`config.mk`:
```
export PLATFORM = sky130hd
export DESIGN_NAME = dual_pwm_ctrl
export DESIGN_NICKNAME = d
export VERILOG_FILES = /design/src/rtl/dpwm_pkg.sv /design/src/rtl/dpwm_osc.sv /design/src/rtl/dpwm_guard.sv /design/src/rtl/dpwm_chan.sv /design/src/rtl/dual_pwm_ctrl.sv
export SDC_FILE = /design/constraint.sdc
export NUM_CORES = 1
export LEC_CHECK = 0
export ABC_AREA = 1
export BUFFER_PORTS_ARGS = -buffer_cell sky130_fd_sc_hd__buf_2
export CAP_MARGIN = 10
export CORE_MARGIN = 8
export CORE_UTILIZATION = 40
export DETAILED_ROUTE_END_ITERATION = 10
export GPL_ROUTABILITY_DRIVEN = 0
export PLACE_DENSITY_LB_ADDON = 0.05
export SYNTH_ARGS = -nofsm -noshare
export SYNTH_HDL_FRONTEND = slang
export SYNTH_SLANG_ARGS = --single-unit
```
`constraint.sdc`:
```
create_clock -name clk -period 5.2 [get_ports clk]
set_clock_uncertainty 0.1 [all_clocks]
set_input_delay 1.04 -clock clk [delete_from_list [all_inputs] [get_ports clk]]
set_output_delay 1.04 -clock clk [all_outputs]
set_load 0.005 [all_outputs]
```
`src/rtl/dpwm_pkg.sv`:
```
package dpwm_pkg;
  typedef enum logic {
    PH_CHARGE = 1'b0,
    PH_DISCH  = 1'b1
  } osc_phase_t;

  typedef enum logic [1:0] {
    GD_HOLD  = 2'd0,
    GD_FAULT = 2'd1,
    GD_START = 2'd2,
    GD_RUN   = 2'd3
  } guard_state_t;
endpackage

```
`src/rtl/dpwm_osc.sv`:
```
module dpwm_osc
  import dpwm_pkg::*;
#(
  parameter int CNT_W    = 8,
  parameter int SYNC_MIN = 1
) (
  input  logic             clk,
  input  logic             rst_n,
  input  logic             osc_clr,
  input  logic             sync_in,
  input  logic [CNT_W-1:0] chg_len,
  input  logic [CNT_W-1:0] dis_len,
  output osc_phase_t       phase,
  output logic [CNT_W-1:0] cnt,
  output logic             sel,
  output logic             cyc_end
);
  localparam int SW = $clog2(SYNC_MIN + 1);

  logic [SW-1:0]    sync_run;
  logic             sync_hit;
  logic [CNT_W-1:0] chg_last, dis_last;

  assign chg_last = (chg_len == '0) ? '0 : chg_len - CNT_W'(1);
  assign dis_last = (dis_len == '0) ? '0 : dis_len - CNT_W'(1);

  // width qualifier: counts consecutive high samples, fires once per pulse
  always_ff @(posedge clk or negedge rst_n) begin
    if (!rst_n)                          sync_run <= '0;
    else if (!sync_in)                   sync_run <= '0;
    else if (sync_run != SW'(SYNC_MIN))  sync_run <= sync_run + SW'(1);
  end
  assign sync_hit = sync_in && (sync_run == SW'(SYNC_MIN - 1));

  assign cyc_end = !osc_clr && !sync_hit && (phase == PH_DISCH) && (cnt == dis_last);

  always_ff @(posedge clk or negedge rst_n) begin
    if (!rst_n) begin
      phase <= PH_CHARGE;
      cnt   <= '0;
      sel   <= 1'b0;
    end else if (osc_clr) begin
      phase <= PH_CHARGE;
      cnt   <= '0;
      sel   <= 1'b0;
    end else if (sync_hit) begin
      phase <= PH_DISCH;
      cnt   <= '0;
    end else if (phase == PH_CHARGE) begin
      if (cnt == chg_last) begin
        phase <= PH_DISCH;
        cnt   <= '0;
      end else begin
        cnt <= cnt + CNT_W'(1);
      end
    end else begin
      if (cnt == dis_last) begin
        phase <= PH_CHARGE;
        cnt   <= '0;
        sel   <= ~sel;
      end else begin
        cnt <= cnt + CNT_W'(1);
      end
    end
  end

  assert_sync_to_disch_R7: assert property (@(posedge clk) disable iff (!rst_n)
    (sync_hit && !osc_clr) |=> (phase == PH_DISCH && cnt == '0));

  assert_toggle_per_period_R1: assert property (@(posedge clk) disable iff (!rst_n)
    cyc_end |=> (sel != $past(sel)));
endmodule

```
`src/rtl/dpwm_guard.sv`:
```
module dpwm_guard
  import dpwm_pkg::*;
#(
  parameter int CNT_W  = 8,
  parameter int SS_INC = 1
) (
  input  logic             clk,
  input  logic             rst_n,
  input  logic             supply_ok,
  input  logic             ocp_any,
  input  logic [CNT_W-1:0] chg_len,
  input  logic [CNT_W-1:0] dis_len,
  input  logic             cyc_end,
  output logic             running,
  output logic [CNT_W-1:0] ss_lim
);
  localparam int PW = CNT_W + 1;

  guard_state_t     state;
  logic [PW-1:0]    ftimer, period_m1, ss_sum;
  logic [CNT_W-1:0] chg_eff, dis_eff, ss_step;

  assign chg_eff   = (chg_len == '0) ? CNT_W'(1) : chg_len;
  assign dis_eff   = (dis_len == '0) ? CNT_W'(1) : dis_len;
  assign period_m1 = {1'b0, chg_eff} + {1'b0, dis_eff} - PW'(1);
  assign ss_sum    = {1'b0, ss_lim} + PW'(SS_INC);
  assign ss_step   = ss_sum[CNT_W] ? '1 : ss_sum[CNT_W-1:0];
  assign running   = (state == GD_RUN);

  always_ff @(posedge clk or negedge rst_n) begin
    if (!rst_n) begin
      state  <= GD_HOLD;
      ftimer <= '0;
      ss_lim <= '0;
    end else if (!supply_ok) begin
      state  <= GD_HOLD;
      ftimer <= '0;
      ss_lim <= '0;
    end else begin
      unique case (state)
        GD_HOLD: begin
          state  <= GD_START;
          ss_lim <= '0;
        end
        GD_FAULT: begin
          ss_lim <= '0;
          if (ftimer == period_m1) begin
            state  <= GD_START;
            ftimer <= '0;
          end else begin
            ftimer <= ftimer + PW'(1);
          end
        end
        GD_START: begin
          state  <= ocp_any ? GD_FAULT : GD_RUN;
          ss_lim <= ocp_any ? '0 : CNT_W'(SS_INC);
        end
        GD_RUN: begin
          if (ocp_any) begin
            state  <= GD_FAULT;
            ftimer <= '0;
            ss_lim <= '0;
          end else if (cyc_end) begin
            ss_lim <= ss_step;
          end
        end
        default: state <= GD_HOLD;
      endcase
    end
  end

  assert_lockout_holds_R9: assert property (@(posedge clk) disable iff (!rst_n)
    !supply_ok |=> (state == GD_HOLD && ss_lim == '0));

  assert_fault_entry_R8: assert property (@(posedge clk) disable iff (!rst_n)
    (state == GD_RUN && supply_ok && ocp_any) |=> (state == GD_FAULT));

  assert_softstart_monotonic_R3: assert property (@(posedge clk) disable iff (!rst_n)
    (state == GD_RUN && supply_ok && !ocp_any) |=> (ss_lim >= $past(ss_lim)));
endmodule

```
`src/rtl/dpwm_chan.sv`:
```
module dpwm_chan
  import dpwm_pkg::*;
#(
  parameter int CNT_W     = 8,
  parameter int BLANK_CYC = 6,
  parameter int CH_ID     = 0
) (
  input  logic             clk,
  input  logic             rst_n,
  input  logic             running,
  input  osc_phase_t       phase,
  input  logic [CNT_W-1:0] cnt,
  input  logic             sel,
  input  logic             chan_en,
  input  logic [CNT_W-1:0] duty_cmd,
  input  logic [CNT_W-1:0] ss_lim,
  input  logic             trip,
  output logic             gate
);
  localparam int BW = $clog2(BLANK_CYC + 2);

  logic [CNT_W-1:0] eff;
  logic [BW-1:0]    blk;
  logic             blank_done, own, done;

  assign eff        = (duty_cmd < ss_lim) ? duty_cmd : ss_lim;
  assign own        = running && (phase == PH_CHARGE) && (sel == 1'(CH_ID));
  assign blank_done = (blk == BW'(BLANK_CYC));
  assign gate       = own && chan_en && !done && (cnt < eff);

  // blanking window measured from the gate's rising edge
  always_ff @(posedge clk or negedge rst_n) begin
    if (!rst_n)          blk <= '0;
    else if (!gate)      blk <= '0;
    else if (!blank_done) blk <= blk + BW'(1);
  end

  // once the gate has dropped inside a charge phase it stays down until discharge
  always_ff @(posedge clk or negedge rst_n) begin
    if (!rst_n)
      done <= 1'b0;
    else if (phase != PH_CHARGE || !running)
      done <= 1'b0;
    else if (!gate || (trip && blank_done))
      done <= 1'b1;
  end

  assert_trip_ends_pulse_R5: assert property (@(posedge clk) disable iff (!rst_n)
    (gate && trip && blank_done) |=> !gate);

  assert_rise_at_start_R1: assert property (@(posedge clk) disable iff (!rst_n)
    $rose(gate) |-> (cnt == '0));
endmodule

```
`src/rtl/dual_pwm_ctrl.sv`:
```
module dual_pwm_ctrl
  import dpwm_pkg::*;
#(
  parameter int CNT_W     = 8,
  parameter int BLANK_CYC = 6,
  parameter int SYNC_MIN  = 1,
  parameter int SS_INC    = 1
) (
  input  logic             clk,
  input  logic             rst_n,
  input  logic             supply_ok,
  input  logic             sync_in,
  input  logic             ch2_enable,
  input  logic             cs_trip1,
  input  logic             cs_trip2,
  input  logic             oc_trip1,
  input  logic             oc_trip2,
  input  logic [CNT_W-1:0] charge_len,
  input  logic [CNT_W-1:0] discharge_len,
  input  logic [CNT_W-1:0] duty1,
  input  logic [CNT_W-1:0] duty2,
  output logic             gate1,
  output logic             gate2,
  output logic [CNT_W-1:0] ramp
);
  localparam int NCH = 2;

  osc_phase_t       phase;
  logic [CNT_W-1:0] cnt, ss_lim;
  logic             sel, cyc_end, running;
  logic [NCH-1:0]   gate_v, trip_v, en_v;
  logic [CNT_W-1:0] duty_v [NCH];

  assign trip_v    = {cs_trip2, cs_trip1};
  assign en_v      = {ch2_enable, 1'b1};
  assign duty_v[0] = duty1;
  assign duty_v[1] = duty2;

  dpwm_guard #(.CNT_W(CNT_W), .SS_INC(SS_INC)) u_guard (
    .clk(clk), .rst_n(rst_n), .supply_ok(supply_ok),
    .ocp_any(oc_trip1 | oc_trip2),
    .chg_len(charge_len), .dis_len(discharge_len),
    .cyc_end(cyc_end), .running(running), .ss_lim(ss_lim)
  );

  dpwm_osc #(.CNT_W(CNT_W), .SYNC_MIN(SYNC_MIN)) u_osc (
    .clk(clk), .rst_n(rst_n), .osc_clr(!running), .sync_in(sync_in),
    .chg_len(charge_len), .dis_len(discharge_len),
    .phase(phase), .cnt(cnt), .sel(sel), .cyc_end(cyc_end)
  );

  for (genvar i = 0; i < NCH; i++) begin : g_ch
    dpwm_chan #(.CNT_W(CNT_W), .BLANK_CYC(BLANK_CYC), .CH_ID(i)) u_chan (
      .clk(clk), .rst_n(rst_n), .running(running),
      .phase(phase), .cnt(cnt), .sel(sel),
      .chan_en(en_v[i]), .duty_cmd(duty_v[i]), .ss_lim(ss_lim),
      .trip(trip_v[i]), .gate(gate_v[i])
    );
  end

  assign gate1 = gate_v[0];
  assign gate2 = gate_v[1];
  assign ramp  = (running && phase == PH_CHARGE) ? cnt : '0;

  assert_gates_exclusive_R2: assert property (@(posedge clk) disable iff (!rst_n)
    !(gate1 && gate2));

  assert_ch2_disabled_R6: assert property (@(posedge clk) disable iff (!rst_n)
    !ch2_enable |-> !gate2);
endmodule

```
# Word-level counts from Yosys, hierarchy flattened
# Cells that the tools add are included.
# word_totals
output_inout_bits	10
in_bits	41
word_cells	124
register_bits	38
# op_classes
eq_ne	17
n_lt_le_gt_ge	4
n_addsub	10
mux	46
n_reduce_logical	32
n_bitwise	4
# op_table
op	n
8-bit 2-to-1 mux	16
8-bit less-than comparator	4
9-bit 2-to-1 mux	3
8-bit case mux with 3 select lines	1
9-bit case mux with 2 select lines	1
8-bit equality test	2
8-bit logical NOT	2
1-bit 2-to-1 mux	16
8-bit by 1-bit subtractor with 8-bit output (second input constant)	2
1-bit logical AND	14
3-bit 2-to-1 mux	4
2-bit != test (second input constant)	5
8-bit by 1-bit adder with 9-bit output (second input constant)	1
8-bit by 8-bit adder with 9-bit output	1
9-bit by 1-bit adder with 9-bit output (second input constant)	1
9-bit equality test	1
9-bit by 1-bit subtractor with 9-bit output (second input constant)	1
8-bit by 1-bit adder with 8-bit output (second input constant)	1
2-bit 2-to-1 mux	4
2-bit case mux with 4 select lines	1
3-bit by 1-bit adder with 3-bit output (second input constant)	2
3-bit equality test (second input constant)	2
1-bit logical NOT	6
2-bit equality test (second input constant)	2
other kinds (14)	20

# Logic depth before layout (Yosys ltp)
# logic_depth
word_depth	10
mapped_depth	23
ltp_nobuf	23

# By module
# A second synthesis with hierarchy kept.
# unflattened
cells_unflattened	683
hier_area_um2	4428.0
# modules_own_cells
module	cells_per_inst	n_inst	area_each_um2
dpwm_guard	251	1	1714.1
dpwm_osc	208	1	1231.2
dpwm_chan (g_ch[0].u_chan)	101	1	699.4
dpwm_chan (g_ch[1].u_chan)	102	1	699.4
dual_pwm_ctrl	21	1	83.8

# Worst setup path before layout
# OpenSTA, ideal clock, no wires.
# synth_timing
path_kind	input port to output port
from	in duty2[7]
to	out gate2
cell_stages	12
path_slack_ns	0.929
n_path_buf	1
arrival_time_ns	3.131
t_required_ns	4.060
cell_sequence	ha_1 -> nand2_1 -> o21a_1 -> nand2_1 -> clkbuf_1 -> o21ai_0 -> ha_1 -> a2111oi_2 -> nand4_1 -> a31oi_1 -> nand2_1 -> inv_1
# synth_via
elab_chain_len	4
# synth_rtl
item	line	source
start, declared	dual_pwm_ctrl.sv:21	input logic [CNT_W-1:0] duty2,
8-bit less-than comparator	dpwm_chan.sv:26	assign eff = (duty_cmd < ss_lim) ? duty_cmd : ss_lim;
8-bit 2-to-1 mux *	dpwm_chan.sv:26	
8-bit less-than comparator *	dpwm_chan.sv:29	assign gate = own && chan_en && !done && (cnt < eff);
1-bit logical AND *	dpwm_chan.sv:29	
end, declared	dual_pwm_ctrl.sv:23	output logic gate2,
# Mark *: on every way between the ends. The rest lies on a longest branch, timed or not.

# Final worst setup path
# Same ends and word-level chain as after synthesis.

==> metrics.md <==
| Metric | Value |
|---|---|
| Final worst-path cycle share | 90.0% |
| P_leak | 2.47 nW |
| WP data required | ~4100 ps |
| Wirelength per Cell | 13.3 µm |
| Hold-fix buffers at CTS | 0 |
| Initial DRC count | 193 |
| Worst vdd ir | 103 µV |
| Max Cap Viol | 0 |
| Top cells by area, synth | dfrtp_1 23%, ha_1 16%, nand2_1 14% |
| Core Region | 10,200 µm² |
| Remaining Overflow, GRT | 0 |
| Drc violations | 0 |
| Fin area | 4610 µm² |
| Seq/Total Area, Yosys | 23.1% |
| CP Launch Type | primary input |
| Final slew viol count | 0 |
| Pwr Density | 162 nW/µm² |
| Setup TNS | 0 ps |
| Rows | 37 |
| Layout net count | 754 |
| First-pass GRT wire length | 18,600 µm |
| Pre-CTS setup slack | 556 ps |
| Cell accounting for the most synthesized area | dfrtp_1 |
| Drt first pass iters | 5 |
| Post-Syn Instances | 606 |
| Syn nets | 700 |
| Clk sink count | 38 |
| Synthesis-to-finish area growth | 11.8% |
| Worst Setup SP | duty2[7] |
| Fin crit period | 4680 ps |
| Die height | 118 µm |
| Synthesized cell area | approximately 4000 µm² |
| Most frequent cell after synthesis | nand2_1 |
| Initial antenna violation count | 0 |
| Reg clk slew, reported paths | 80 ps |
| Leading cell types by count after synthesis | 157 x nand2_1, 89 x inv_1, 52 x ha_1, 52 x nor2_1, 44 x nand3_1 |
| Hold Vio Cnt, Final | 0 |
| RSZ-0062 raised after global routing | no |
| Worst-Skew Late Latency | just under 300 ps |
| Final core occ | 45.3% |
| Max clock buf depth | 2 |
| TritonCTS Buffers | 5 |
| Largest net degree at the start of global routing | 39 |
| Number of diodes | 0 |
| I/O pin cnt | 51 |
| HP Start | u_guard.ss_lim[3]$_DFFE_PN0P_ |
| Root Buffer | clkbuf_8 |
| Die footprint | around 14,000 µm² |
| EDFF count, synth | 0 |
| # resized after CTS | 0 |
| Starting density of the core | about two fifths |
| Fmax | 214 MHz |
| Crit end category | primary output |
| Vias in the first global route | 4,046 |
| Post-Route WL | 10,600 µm |
| Synth Warn # | 0 |
| Post-route ant nets | 0 |
| Post-synth top area share | between 20% and 30% |
| Outcome | finished clean |
| Most common flop cell mapped by yosys | dfrtp_1 |
| Max_slew headroom | 40.7% |
| Worst Tran Pin Value | a little under 900 ps |
| Dpl hpwl | 8700 µm |
| Synth cell types | 39 |
| Vias/cell | 4.92 |
| H-tree depth | 2 |
| I/O Buffers | 50 |
| Flops & latches, synth | 38 |
| WS Path Type | primary input to primary output |
| Post-CTS Setup Bufs | 0 |
| DIE WIDTH | about 120 µm |
| Syn Area/Cell | 6.80 µm² |
| Asr flop ratio synth | 100% |
| Hold/Removal Path Class | register to register |
| Vias | 3,919 |
| Worst Path Arrival | 3540 ps |
| Final worst slack | around 520 ps |
| CP Max Fanout | 15 |
| Placed inst area | ~4500 µm² |
| Reg-to-reg startpoint | u_guard.ss_lim[7]$_DFFE_PN0P_ |
| Share of layout cells above drive strength 1 | around 13% |
| Final setup viols | 0 |
| GRT Total Usage | 15.7% |
| CTS tree | done |
## cell usage in the layout (no fill, tap or decap), drive strengths merged
| cell | n |
|---|---|
| a2111oi | 1 |
| or2 | 4 |
| a21oi | 25 |
| o2111a | 1 |
| o21a | 2 |
| clkbuf | 5 |
| a211oi | 1 |
| nand3 | 46 |
| o21bai | 2 |
| xnor2 | 7 |
| a311oi | 1 |
| nand4 | 16 |
| and2 | 1 |
| nor4 | 2 |
| nand3b | 3 |
| a31oi | 2 |
| xor2 | 33 |
| fa | 1 |
| clkinv | 3 |
| ha | 52 |
| nor3 | 13 |
| o211ai | 2 |
| o21ai | 35 |
| buf | 50 |
| nand2 | 162 |
| inv | 95 |
| dfrtp | 38 |
| nor2 | 57 |
## registers in the layout (all words and copies together) (netlist names)
name,count
g_ch.u_chan.blk,6
u_guard.ftimer,9
u_osc.sel,1
u_osc.phase,1
u_guard.state,2
u_osc.sync_run,1
u_guard.ss_lim,8
g_ch.u_chan.done,2
u_osc.cnt,8
## per-stage QoR
stage | total power (W) | cells | hold slack [ps]
floorplan | 0.000490 | 606 | 376
global placement | 0.000556 | 789 | 398
detailed placement | 0.000561 | 789 | 402
CTS | 0.000761 | 796 | 424
global route | 0.000808 | 796 | 442
finish | 0.000747 | 796 | 414
## worst paths after layout
kind	slack, ps	endpoint	cells after the start
min in group asynchronous	760	u_osc.cnt[3]$_DFF_PN0_	1
worst min-delay path	410	u_guard.ss_lim[3]$_DFFE_PN0P_	2
worst max-delay path	520	gate2	13
worst min register to register	410	u_guard.ss_lim[3]$_DFFE_PN0P_	2
max in group asynchronous	3670	g_ch[0].u_chan.done$_DFFE_PN0P_	1
worst max register to register	2060	g_ch[1].u_chan.blk[2]$_DFFE_PN0P_	12
## critical path, cell delays in order
cell	delay, ps
buf_2	110
ha_1	300
a21oi_1	160
o21a_1	160
nand2_1	250
o21ai_0	270
ha_1	310
a2111oi_2	310
nand4_1	120
a31oi_1	210
nand2_1	140
inv_1	70
buf_2	100
## metal layers
layer | wire [µm] | global-route usage [%] | vias up
li1 | - | - | 2075
met1 | 5170 | 20.5 | 1777
met2 | 4850 | 26.4 | 57
met3 | 443 | 2.59 | 10
met4 | 116 | 3.60 | 0
met5 | 0 | 0 | -
## cell families after synthesis
| group | count (synthesis) | synth area share (%) |
|---|---|---|
| buffers and inverters | 99 | 9.01 |
| flip-flops | 38 | 23.1 |
| adder cells (fa/ha/maj) | 53 | 16.3 |
| AO/OA/AOI/OAI | 72 | 9.71 |
| AND/OR/NAND/NOR | 304 | 33.3 |
| XOR/XNOR | 40 | 8.68 |
## cell type report
| type | instances | area (µm²) |
|---|---|---|
| clock inverter | 2 | 10.0 |
| clock buffer | 5 | 68.8 |
| multi-input combinational | 469 | 2800 |
| fill | 1099 | 5570 |
| sequential | 38 | 951 |
| inverter | 96 | 360 |
| tap | 136 | 170 |
| timing repair buffer | 50 | 250 |
## power breakdown
group | internal, W | switching [W]
Sequential | 0.000305 | 0.0000123
Clock | 0.0000900 | 0.000103
Combinational | 0.0000923 | 0.000144
No activity file was read; power rests on OpenSTA's default activity.
